File: src/rtl/sbusPkg.sv
package sbusPkg;
  localparam int REG_W = 8;
  localparam int REL_TRIG = 0;
  localparam int CMD_TRIG = 1;
  localparam int ACK_TRIG = 2;
  localparam int ACK_AUTO = 3;
  localparam int REL_SEEN = 4;
  localparam int CMD_SEEN = 5;
  localparam int ACK_SEEN = 6;
  localparam int GP_BIT   = 7;

  typedef struct packed {
    logic forceHigh;
    logic forceLow;
    logic ackLow;
  } drvStrobes_t;

  typedef struct packed {
    logic sclRise;
    logic sclFall;
    logic relEvt;
    logic cmdEvt;
    logic sdaLevel;
  } lineEvents_t;
endpackage

File: src/rtl/sbusLineDp.sv
module sbusLineDp
  import sbusPkg::*;
#(
  parameter int SYNC_STAGES = 2
) (
  input  logic        clk,
  input  logic        rstN,
  input  logic        sclIn,
  input  logic        sdaIn,
  input  logic        shiftStep,
  input  logic        shiftBit,
  input  drvStrobes_t drv,
  output lineEvents_t evt,
  output logic        latchQ,
  output logic        sdOut
);
  logic [SYNC_STAGES-1:0] sclSync, sdaSync;
  logic sclNow, sdaNow, sclPrev, sdaPrev, sclHigh;

  for (genvar s = 0; s < SYNC_STAGES; s++) begin : g_sync
    if (s == 0) begin : g_first
      always_ff @(posedge clk or negedge rstN)
        if (!rstN) begin
          sclSync[s] <= 1'b1;
          sdaSync[s] <= 1'b1;
        end else begin
          sclSync[s] <= sclIn;
          sdaSync[s] <= sdaIn;
        end
    end else begin : g_next
      always_ff @(posedge clk or negedge rstN)
        if (!rstN) begin
          sclSync[s] <= 1'b1;
          sdaSync[s] <= 1'b1;
        end else begin
          sclSync[s] <= sclSync[s-1];
          sdaSync[s] <= sdaSync[s-1];
        end
    end
  end

  assign sclNow = sclSync[SYNC_STAGES-1];
  assign sdaNow = sdaSync[SYNC_STAGES-1];

  always_ff @(posedge clk or negedge rstN)
    if (!rstN) begin
      sclPrev <= 1'b1;
      sdaPrev <= 1'b1;
    end else begin
      sclPrev <= sclNow;
      sdaPrev <= sdaNow;
    end

  assign sclHigh      = sclNow & sclPrev;
  assign evt.sclRise  = sclNow & ~sclPrev;
  assign evt.sclFall  = ~sclNow & sclPrev;
  assign evt.relEvt   = sclHigh & sdaNow & ~sdaPrev;
  assign evt.cmdEvt   = sclHigh & ~sdaNow & sdaPrev;
  assign evt.sdaLevel = sdaNow;

  // Latch precedence: release, command, acknowledge hold, shift data.
  always_ff @(posedge clk or negedge rstN)
    if (!rstN)                          latchQ <= 1'b1;
    else if (drv.forceHigh)             latchQ <= 1'b1;
    else if (drv.forceLow)              latchQ <= 1'b0;
    else if (!drv.ackLow && shiftStep)  latchQ <= shiftBit;

  assign sdOut = latchQ & ~drv.ackLow;
endmodule

File: src/rtl/sbusCtlRegs.sv
module sbusCtlRegs
  import sbusPkg::*;
#(
  parameter int CNT_W     = 4,
  parameter int ACK_CLOCK = 9
) (
  input  logic              clk,
  input  logic              rstN,
  input  logic              wrByte,
  input  logic              wrBit,
  input  logic [REG_W-1:0]  wrData,
  input  logic [$clog2(REG_W)-1:0] bitSel,
  input  logic              bitVal,
  input  logic              xferStart,
  input  logic              addrChk,
  input  logic              addrMatch,
  input  logic              wakeMode,
  input  logic              ifEnable,
  input  lineEvents_t       evt,
  output logic [REG_W-1:0]  rdData,
  output drvStrobes_t       drv
);
  localparam logic [CNT_W-1:0] ACK_IDX = CNT_W'(ACK_CLOCK - 1);
  localparam logic [CNT_W-1:0] CNT_MAX = '1;

  logic relTrig, cmdTrig, ackTrig, ackAuto, relSeen, cmdSeen, ackSeen, gpBit;
  logic ackPend, ackDrive;
  logic [CNT_W-1:0] riseCnt;
  logic [REG_W-1:0] cur, nextVal, wrMask, setVec;
  logic flush, bitsDone, autoHit, autoRise, mismatch;

  always_comb begin
    cur = '0;
    cur[REL_TRIG] = relTrig;
    cur[CMD_TRIG] = cmdTrig;
    cur[ACK_TRIG] = ackTrig;
    cur[ACK_AUTO] = ackAuto;
    cur[REL_SEEN] = relSeen;
    cur[CMD_SEEN] = cmdSeen;
    cur[ACK_SEEN] = ackSeen;
    cur[GP_BIT]   = gpBit;
    nextVal = cur;
    wrMask  = '0;
    if (wrByte) begin
      nextVal = wrData;
      wrMask  = '1;
    end else if (wrBit) begin
      nextVal[bitSel] = bitVal;
      wrMask[bitSel]  = 1'b1;
    end
    setVec = wrMask & nextVal;
    rdData = cur;
    rdData[REL_TRIG] = 1'b0;
    rdData[CMD_TRIG] = 1'b0;
    rdData[ACK_TRIG] = 1'b0;
  end

  assign flush    = ~ifEnable | xferStart;
  assign bitsDone = riseCnt >= ACK_IDX;
  assign autoHit  = ackAuto & (riseCnt == ACK_IDX);
  assign autoRise = setVec[ACK_AUTO] & ~ackAuto & bitsDone;
  assign mismatch = addrChk & ~addrMatch & wakeMode;

  always_ff @(posedge clk or negedge rstN)
    if (!rstN) begin
      relTrig <= 1'b0; cmdTrig <= 1'b0; ackTrig <= 1'b0; ackAuto <= 1'b0;
      relSeen <= 1'b0; cmdSeen <= 1'b0; ackSeen <= 1'b0; gpBit   <= 1'b0;
      ackPend <= 1'b0; ackDrive <= 1'b0; riseCnt <= '0;
    end else begin
      // one-shot triggers: live for one cycle, dropped when disabled
      relTrig <= ifEnable & setVec[REL_TRIG];
      cmdTrig <= ifEnable & setVec[CMD_TRIG];
      if (wrMask[ACK_AUTO]) ackAuto <= nextVal[ACK_AUTO];
      if (wrMask[GP_BIT])   gpBit   <= nextVal[GP_BIT];

      if (flush)                  ackTrig <= 1'b0;
      else if (setVec[ACK_TRIG])  ackTrig <= 1'b1;
      else if (evt.sclFall)       ackTrig <= 1'b0;

      if (flush)                  ackPend <= 1'b0;
      else if (autoRise)          ackPend <= 1'b1;
      else if (evt.sclFall)       ackPend <= 1'b0;

      if (!ifEnable)              ackDrive <= 1'b0;
      else if (evt.sclFall)       ackDrive <= ackTrig | ackPend | autoHit;

      if (flush)                  riseCnt <= '0;
      else if (evt.sclRise && riseCnt != CNT_MAX) riseCnt <= riseCnt + 1'b1;

      if (flush | mismatch)       relSeen <= 1'b0;
      else if (evt.relEvt)        relSeen <= 1'b1;

      if (flush | evt.relEvt)     cmdSeen <= 1'b0;
      else if (evt.cmdEvt)        cmdSeen <= 1'b1;

      if (flush)                  ackSeen <= 1'b0;
      else if (evt.sclRise && riseCnt == ACK_IDX && !evt.sdaLevel) ackSeen <= 1'b1;
    end

  assign drv.forceHigh = relTrig;
  assign drv.forceLow  = cmdTrig;
  assign drv.ackLow    = ackDrive;
endmodule

File: src/rtl/sbusCtrlStatus.sv
module sbusCtrlStatus
  import sbusPkg::*;
#(
  parameter int SYNC_STAGES = 2,
  parameter int CNT_W       = 4,
  parameter int ACK_CLOCK   = 9
) (
  input  logic       clk,
  input  logic       rstN,
  input  logic       wrByte,
  input  logic       wrBit,
  input  logic [7:0] wrData,
  input  logic [2:0] bitSel,
  input  logic       bitVal,
  output logic [7:0] rdData,
  input  logic       sclIn,
  input  logic       sdaIn,
  input  logic       shiftStep,
  input  logic       shiftBit,
  input  logic       xferStart,
  input  logic       addrChk,
  input  logic       addrMatch,
  input  logic       wakeMode,
  input  logic       ifEnable,
  output logic       sdOut
);
  drvStrobes_t drv;
  lineEvents_t evt;
  logic        latchQ;

  sbusCtlRegs #(.CNT_W(CNT_W), .ACK_CLOCK(ACK_CLOCK)) i_ctl (
    .clk, .rstN, .wrByte, .wrBit, .wrData, .bitSel, .bitVal,
    .xferStart, .addrChk, .addrMatch, .wakeMode, .ifEnable,
    .evt, .rdData, .drv
  );

  sbusLineDp #(.SYNC_STAGES(SYNC_STAGES)) i_dp (
    .clk, .rstN, .sclIn, .sdaIn, .shiftStep, .shiftBit,
    .drv, .evt, .latchQ, .sdOut
  );
endmodule

File: config.mk
export PLATFORM = sky130hd
export DESIGN_NAME = sbusCtrlStatus
export DESIGN_NICKNAME = d
export VERILOG_FILES = /design/src/rtl/sbusPkg.sv /design/src/rtl/sbusLineDp.sv /design/src/rtl/sbusCtlRegs.sv /design/src/rtl/sbusCtrlStatus.sv
export SDC_FILE = /design/constraint.sdc
export NUM_CORES = 1
export LEC_CHECK = 0
export ABC_AREA = 0
export BUFFER_PORTS_ARGS = -buffer_cell sky130_fd_sc_hd__buf_2
export CORE_ASPECT_RATIO = 0.75
export CORE_UTILIZATION = 35
export DETAILED_ROUTE_END_ITERATION = 10
export PLACE_DENSITY = 0.58
export RECOVER_POWER = 50
export SLEW_MARGIN = 20
export SYNTH_ARGS = -nofsm -noshare
export SYNTH_HDL_FRONTEND = slang
export SYNTH_SLANG_ARGS = --single-unit
export TNS_END_PERCENT = 50
File: constraint.sdc
create_clock -name clk -period 1.75 [get_ports clk]
set_input_delay 0.525 -clock clk [delete_from_list [all_inputs] [get_ports clk]]
set_output_delay 0.525 -clock clk [all_outputs]
set_load 0.03 [all_outputs]
==> After elaboration in Yosys (flattened, before gate mapping) <==
Cells that the tools add are included.
{ "word_totals": {"reg_bits": 21, "in_bits": 25, "output_inout_bits": 9, "wordCells": 93} }
{ "op_classes": {"addsub": 1, "magnitude_cmp": 3, "n_eq_ne": 3, "n_mux": 25, "bitwise_logic": 29, "reduce_logical": 14} }
{ "ops": {"columns": ["operator", "n"], "rows": [
  ["2-to-1 mux 8 bit", 4],
  ["2-to-1 mux 1 bit", 17],
  ["AND 1 bit", 15],
  ["nonzero test 3 bit", 3],
  ["bitwise mux 8 bit", 1],
  ["2-to-1 mux 4 bit", 2],
  ["NOT 1 bit", 8],
  ["nonzero test 2 bit", 4],
  ["logical AND 1 bit", 5],
  ["bitwise OR 1 bit", 5],
  ["adder 4 x 1 -> 4 bit, second input constant", 1],
  ["AND 4 bit", 1],
  ["equality test 4 bit, second input constant", 1],
  ["greater-or-equal comparator 4 bit, second input constant", 1],
  ["less-than comparator 3 x 4 -> 1 bit, second input constant", 1],
  ["inequality test 4 bit, second input constant", 1],
  ["demux 1 bit (select 3 bit)", 1],
  ["greater-or-equal comparator 3 x 1 -> 1 bit, second input constant", 1],
  ["zero test 1 bit", 2],
  ["inequality test 2 x 1 -> 1 bit, second input constant", 1]
]} }

==> Depth between registers and ports, before layout <==
Gate-level depths: netlist of the first run.
{ "logic_depth": {"word_depth": 12, "depth_mapped": 5, "mapped_depth_nobuf": 5} }

==> Modules after synthesis <==
From an unflattened synthesis of the first run, not the netlist that was laid out.
{ "hier_totals": {"cells_unflattened": 96, "hier_area_um2": 1057.3} }
{ "by_module_without_submodules": {"columns": ["mod", "n_inst", "cells_per_inst", "area_per_inst_um2", "seq_area_each_um2"], "rows": [
  ["sbusCtlRegs", 1, 78, 795.8, 350.3],
  ["sbusLineDp", 1, 18, 261.5, 183.9]
]} }

==> Worst setup path after synthesis of the first run <==
OpenSTA, ideal clock, no wires.
{ "synth_timing": {"path_kind": "register to output", "startpoint": "register i_dp.latchQ", "endpoint": "output sdOut", "arrival_ns": 0.963, "required_time_ns": 1.225, "slack_ns": 0.262, "stages_incl_launch_ff": 2, "n_path_buf": 0, "path_cell_list": "dfstp_2 -> nor2b_1"} }
{ "synth_via": {"elab_chain_len": 1} }
{ "synth_rtl": {"columns": ["element", "line_no", "source"], "rows": [
  ["from (decl)", "sbusLineDp.sv:14", "output logic latchQ,"],
  ["from (signal assigned)", "sbusLineDp.sv:66", "else if (!drv.ackLow && shiftStep) latchQ <= shiftBit;"],
  ["AND 1 bit", "sbusLineDp.sv:68", "assign sdOut = latchQ & ~drv.ackLow;"],
  ["to (decl)", "sbusCtrlStatus.sv:25", "output logic sdOut"]
]} }
No other way between the ends.

==> Worst setup path in the final report of the first run <==
Ends and elaborated chain as after synthesis.

==> impl_metrics.ini, run 1 <==
[floorplanning]
die_x_um = 65.1
start_util = 0.384
core_mm2 = 0.00272
io_pins = 34
die_height_um = 49.3
die_area_mm2 = 0.00321
rows = 16

[routing]
drc = 0
vias = 772
postRouteAntennaNets = 0
routedWlPerCell_um = 11.7
drtIter0Drc = 24
viasPerCell = 4.92
drt_wl_total_mm = 1.83
drt_first_pass_iters = 4

[timing]
slew_headroom = 0.280
fin_tns_setup_ns = 0
rsz0062_at_grt = false
finalCriticalPeriod_ns = 1.62
tightest_slew_ns = 1.08
hold_viol_final = 0
final-setup-viol-count = 0
fmax_mhz = 619
fin_skew_ns = 0.00245
fin_crit_sh = 0.924
final_max_slew_viol_count = 0

[worst_setup_path]
cp_data_arrival_time_ns = 1.09
cp_slowest_stage_delay_ns = 0.53
worstPathMaxFanout = 2
startpoint_type = register
crit_type = reg2out
crit_path_cell_trace = nor2b_1 > buf_2
required_ns = 1.22
slowest_stage = dfstp_2
end_kind = output port
r2r-start = i_ctl.riseCnt[0]$_DFFE_PN0P_
startpoint = i_dp.latchQ$_DFFE_PN1P_

[cells_and_area]
layout-area-overhead-vs-synth_pct = 16.0
largest_reg_flops = 4
final_core_util = 0.446
top_register = i_ctl.riseCnt
finish.instance_area_mm2 = 0.00121
fill_cells = 262
nets = 149
antennaDiodeCount = 0
drive_gt1_frac = 0.347

[synth]
ys.warnings.count = 0
async_flop_share = 1.00
synth_top_area_frac = 0.335
syn-mean-instance-area_um2 = 10.8
syn_inst = 97
synth_top_cell_by_area = dfrtp_1
synth_edf_count = 0
synthTopCellsByArea = dfrtp_1, dfstp_2, buf_4
ys_seq_area_frac = 0.511
synth.distinct_cells = 34
synth_ff_type = dfrtp_1
synthesis.area_mm2 = 0.00105
synth_commonest_cells = dfrtp_1, buf_4, a21oi_1, dfstp_2
yosysMostFrequentCell = dfrtp_1
synth_seq_cells = 21

[placed_design]
placed_area_mm2 = 0.00117
portBuffers = 27
place.gp.congestion = 0.792
detailed_place_hpwl_mm = 1.41

[run]
drv_cap = 0

[global_route]
track_usage = 0.133
antenna_found_initial = 0
grt_max_degree = 22
grt_pass1_vias = 727
grt_pass1_wl_mm = 3.19
grt_overflow = 0

[clock_tree]
htree_levels = 1
tritoncts = done
cts_root_buf = clkbuf_8
cts_hold_buf = 0
cts-buffers-inserted = 3
clockBufferDepth = 2
clk_latency_ns = 0.26
clock_sinks = 21
postCtsSetupBuffers = 0
clk_pin_slew_ns = 0.07
cts_repair_resize_count = 0

[hold_path]
hold_start = i_dp.sdaSync[0]$_DFF_PN1_
hold_class = reg2reg

[power_and_ir_drop]
power_density_mw_per_mm2 = 795
power_leakage_nw = 0.534
vdd_drop_max_uv = 435
power.total_mw = 0.964

[status]
status = finished clean
[stage by stage]
stage,cells,hold WS (ns),setup WS [ns]
finish,157,0.356,0.134
detailed placement,153,0.347,0.235
global placement,153,0.346,0.243
CTS,157,0.218,0.115
floorplan,99,0.229,0.262
global route,157,0.347,0.0723
[final cells by class]
cell class / count / area [um2] / share of cell area
Multi-Input combinational cell: 66 / 444 / 0.366
Clock buffer: 4 / 45.0 / 0.0371
Timing Repair Buffer: 27 / 134 / 0.110
Tap cell: 36 / 45.0 / 0.0371
Inverter: 3 / 11.3 / 0.00928
Sequential cell: 21 / 534 / 0.440
[per-layer routing]
| layer | track usage | wire, um | vias up |
|---|---|---|---|
| met2 | 0.188 | 772 | 18 |
| met4 | 0.0543 | 27 | 0 |
| met3 | 0.0421 | 96 | 4 |
| li1 | - | - | 386 |
| met1 | 0.186 | 933 | 364 |
| met5 | 0 | 0 | - |
[critical path: cells and delay by family (launching register included)]
kind                   cells  cell delay (ns)
buffers and inverters      1             0.20
DFF                        1             0.53
and+or+nand+nor            1             0.11
[cells in the final DEF (no fill, tap or decap), types with 3 or more instances in the layout]
| cell type | netlist | layout |
|---|---|---|
| a21oi_1 | 7 | 7 |
| buf_2 | 0 | 26 |
| clkbuf_8 | 0 | 3 |
| conb_1 | 1 | 3 |
| dfrtp_1 | 14 | 14 |
| dfstp_2 | 7 | 7 |
| inv_1 | 3 | 3 |
| mux2_2 | 3 | 3 |
| nand2_1 | 6 | 6 |
| nand2b_1 | 3 | 3 |
| nand4b_1 | 4 | 4 |
| nor2b_1 | 6 | 6 |
| nor3_1 | 3 | 3 |
| o21ai_0 | 4 | 4 |
[logic make-up (layout without fill, tap and decap cells)]
| logic type | after synthesis | count (layout) | synth area share |
|---|---|---|---|
| other cells | 1 | 3 | 0.00359 |
| compound gates | 20 | 20 | 0.121 |
| flops | 21 | 21 | 0.511 |
| mux | 5 | 5 | 0.0526 |
| simple gates | 36 | 36 | 0.217 |
| buf+inv | 12 | 34 | 0.0718 |
| fa+ha+maj | 2 | 2 | 0.0239 |
[report_power, final]
group | switching [mW] | total, mW | internal (mW)
registers | 0.0144 | 0.529 | 0.515
clock network | 0.147 | 0.309 | 0.162
logic | 0.0754 | 0.126 | 0.0509
total | 0.237 | 0.964 | 0.728
[final timing paths]
| path | endpoint | slack, ns | cells after the start |
|---|---|---|---|
| setup / recovery | sdOut | 0.13 | 2 |
| hold / removal | i_dp.sdaNow$_DFF_PN1_ | 0.36 | 0 |
| setup reg to reg | i_ctl.riseCnt[0]$_DFFE_PN0P_ | 0.37 | 4 |
| hold reg to reg | i_dp.sdaNow$_DFF_PN1_ | 0.36 | 0 |
| max in group asynchronous | i_ctl.riseCnt[1]$_DFFE_PN0P_ | 0.66 | 1 |
| min in group asynchronous | i_ctl.cmdTrig$_DFF_PN0_ | 0.44 | 1 |
No activity file was read; power rests on OpenSTA's default activity.
==> run 2: changes to the inputs <==
==> constraint.sdc (replaced) <==
create_clock -name clk -period 1.8 [get_ports clk]
set_input_delay 0.54 -clock clk [delete_from_list [all_inputs] [get_ports clk]]
set_output_delay 0.54 -clock clk [all_outputs]
set_load 0.03 [all_outputs]
==> run 2 against run 1 <==
Against the previous run:
- routed wire length rose by 3.9%
- clock-buffer cell count did not move
- die area unchanged
- cell count unchanged
- critical endpoint unchanged
- combinational power hardly changed
- sequential power shrank 3%
- via count grew 0.78%
- largest power group unchanged
- critical path depth stayed put
- largest cell class unchanged
- clock skew shrank 0.00051 ns
- core utilization is the same
- cell area is the same
==> impl_metrics.ini, run 2 (synthesis results as in run 1) <==
[global_route]
antenna_found_initial = 0
grt_max_degree = 22
grt_pass1_vias = 735
track_usage = 0.136
grt_overflow = 0
grt_pass1_wl_mm = 3.26

[cells_and_area]
layout-area-overhead-vs-synth_pct = 16.0
final_common_cell = buf_2
drive_gt1_frac = 0.339
largest_reg_flops = 4
nets = 149
finish.instance_area_mm2 = 0.00121
antennaDiodeCount = 0
top_register = i_ctl.riseCnt
mostFrequentLayoutCells = buf_2, dfrtp_1, a21oi_1
final_cell_count_no_fill = 157

[placed_design]
placed_area_mm2 = 0.00117
portBuffers = 27
place_ws_ns = 0.273
numPlacedInstances = 153
place.gp.congestion = 0.792
detailed_place_hpwl_mm = 1.49

[clock_tree]
cts_hold_buf = 0
htree_levels = 1
clk_latency_ns = 0.25
postCtsSetupBuffers = 0
clock_sinks = 21
tritoncts = done
clk_pin_slew_ns = 0.07
cts_repair_resize_count = 0
cts-buffers-inserted = 3
cts_root_buf = clkbuf_8
clockBufferDepth = 2

[floorplanning]
die_height_um = 49.3
die_x_um = 65.1
start_util = 0.384
die_area_mm2 = 0.00321
rows = 16
io_pins = 34
core_mm2 = 0.00272

[worst_setup_path]
cp_slowest_stage_delay_ns = 0.53
crit_family = flip-flops
crit_type = reg2out
startpoint_type = register
worstPathMaxFanout = 2
required_ns = 1.26
critPathBufInv = 1
slowest_stage = dfstp_2
end_kind = output port
crit_path_cell_trace = nor2b_1 > buf_2
cp_data_arrival_time_ns = 1.08

[hold_path]
hold_class = reg2reg

[routing]
drt_wl_total_mm = 1.90
drc = 0
drt_first_pass_iters = 4
viasPerCell = 4.96
drtIter0Drc = 20
routedWlPerCell_um = 12.1
postRouteAntennaNets = 0
vias = 778

[timing]
finalCriticalPeriod_ns = 1.62
rsz0062_at_grt = false
final_max_slew_viol_count = 0
fin_crit_sh = 0.901
fmax_mhz = 617
slew_headroom = 0.267
tightest_slew_ns = 1.10
final-setup-viol-count = 0
hold_viol_final = 0
fin_ws_ns = 0.178
fin_tns_setup_ns = 0
fin_skew_ns = 0.00193

[power_and_ir_drop]
power_leakage_nw = 0.533
power_density_mw_per_mm2 = 768
vdd_drop_max_uv = 440
power.total_mw = 0.932

[status]
status = finished clean

[run]
drv_cap = 0
run 2: cell type report:
class	instances	area, um2
fill	289	1510
multi-input combinational	66	444
inverter	3	11.3
tap	36	45.0
sequential	21	534
clock buffer	4	45.0
timing repair buffer	27	134
run 2: layer usage:
| metal | wire length (um) | vias to the layer above | part of all wire | GRT usage |
|---|---|---|---|---|
| met5 | 0 | - | 0 | 0 |
| met4 | 13 | 0 | 0.0068 | 0.0326 |
| met3 | 96 | 2 | 0.050 | 0.0444 |
| met2 | 855 | 17 | 0.45 | 0.219 |
| met1 | 935 | 369 | 0.49 | 0.177 |
| li1 | - | 390 | - | - |
run 2: worst register-to-register path: cells and delay by family (launching register included):
family / cells / cell delay, ns
and+or+nand+nor: 2 / 0.49
DFF: 1 / 0.42
adders and majority gates: 1 / 0.25
AOI/OAI and AO/OA: 1 / 0.15
run 2: final timing paths:
check	end	cells past startpoint	start	slack, ns
hold reg to reg	i_dp.sclNow$_DFF_PN1_	0	i_dp.sclSync[0]$_DFF_PN1_	0.36
setup reg to reg	i_ctl.riseCnt[0]$_DFFE_PN0P_	4	i_ctl.riseCnt[0]$_DFFE_PN0P_	0.42
max in group asynchronous	i_ctl.riseCnt[1]$_DFFE_PN0P_	1	rstN	0.67
setup / recovery	sdOut	2	i_dp.latchQ$_DFFE_PN1P_	0.18
hold / removal	i_dp.sclNow$_DFF_PN1_	0	i_dp.sclSync[0]$_DFF_PN1_	0.36
min in group asynchronous	i_ctl.cmdTrig$_DFF_PN0_	1	rstN	0.47
run 2: per-stage QoR:
step,util,hold slack (ns)
after CTS,0.446,0.243
after floorplan,-,0.244
final,0.446,0.357
after global placement,0.430,0.347
after global routing,0.446,0.360
after detailed placement,0.430,0.347
run 2: where the power goes:
part           switching (mW)  leakage, nW  internal [mW]
registers              0.0144        0.262          0.500
logic                  0.0736        0.249         0.0495
clock network           0.138       0.0228          0.157
total                   0.226        0.533          0.707
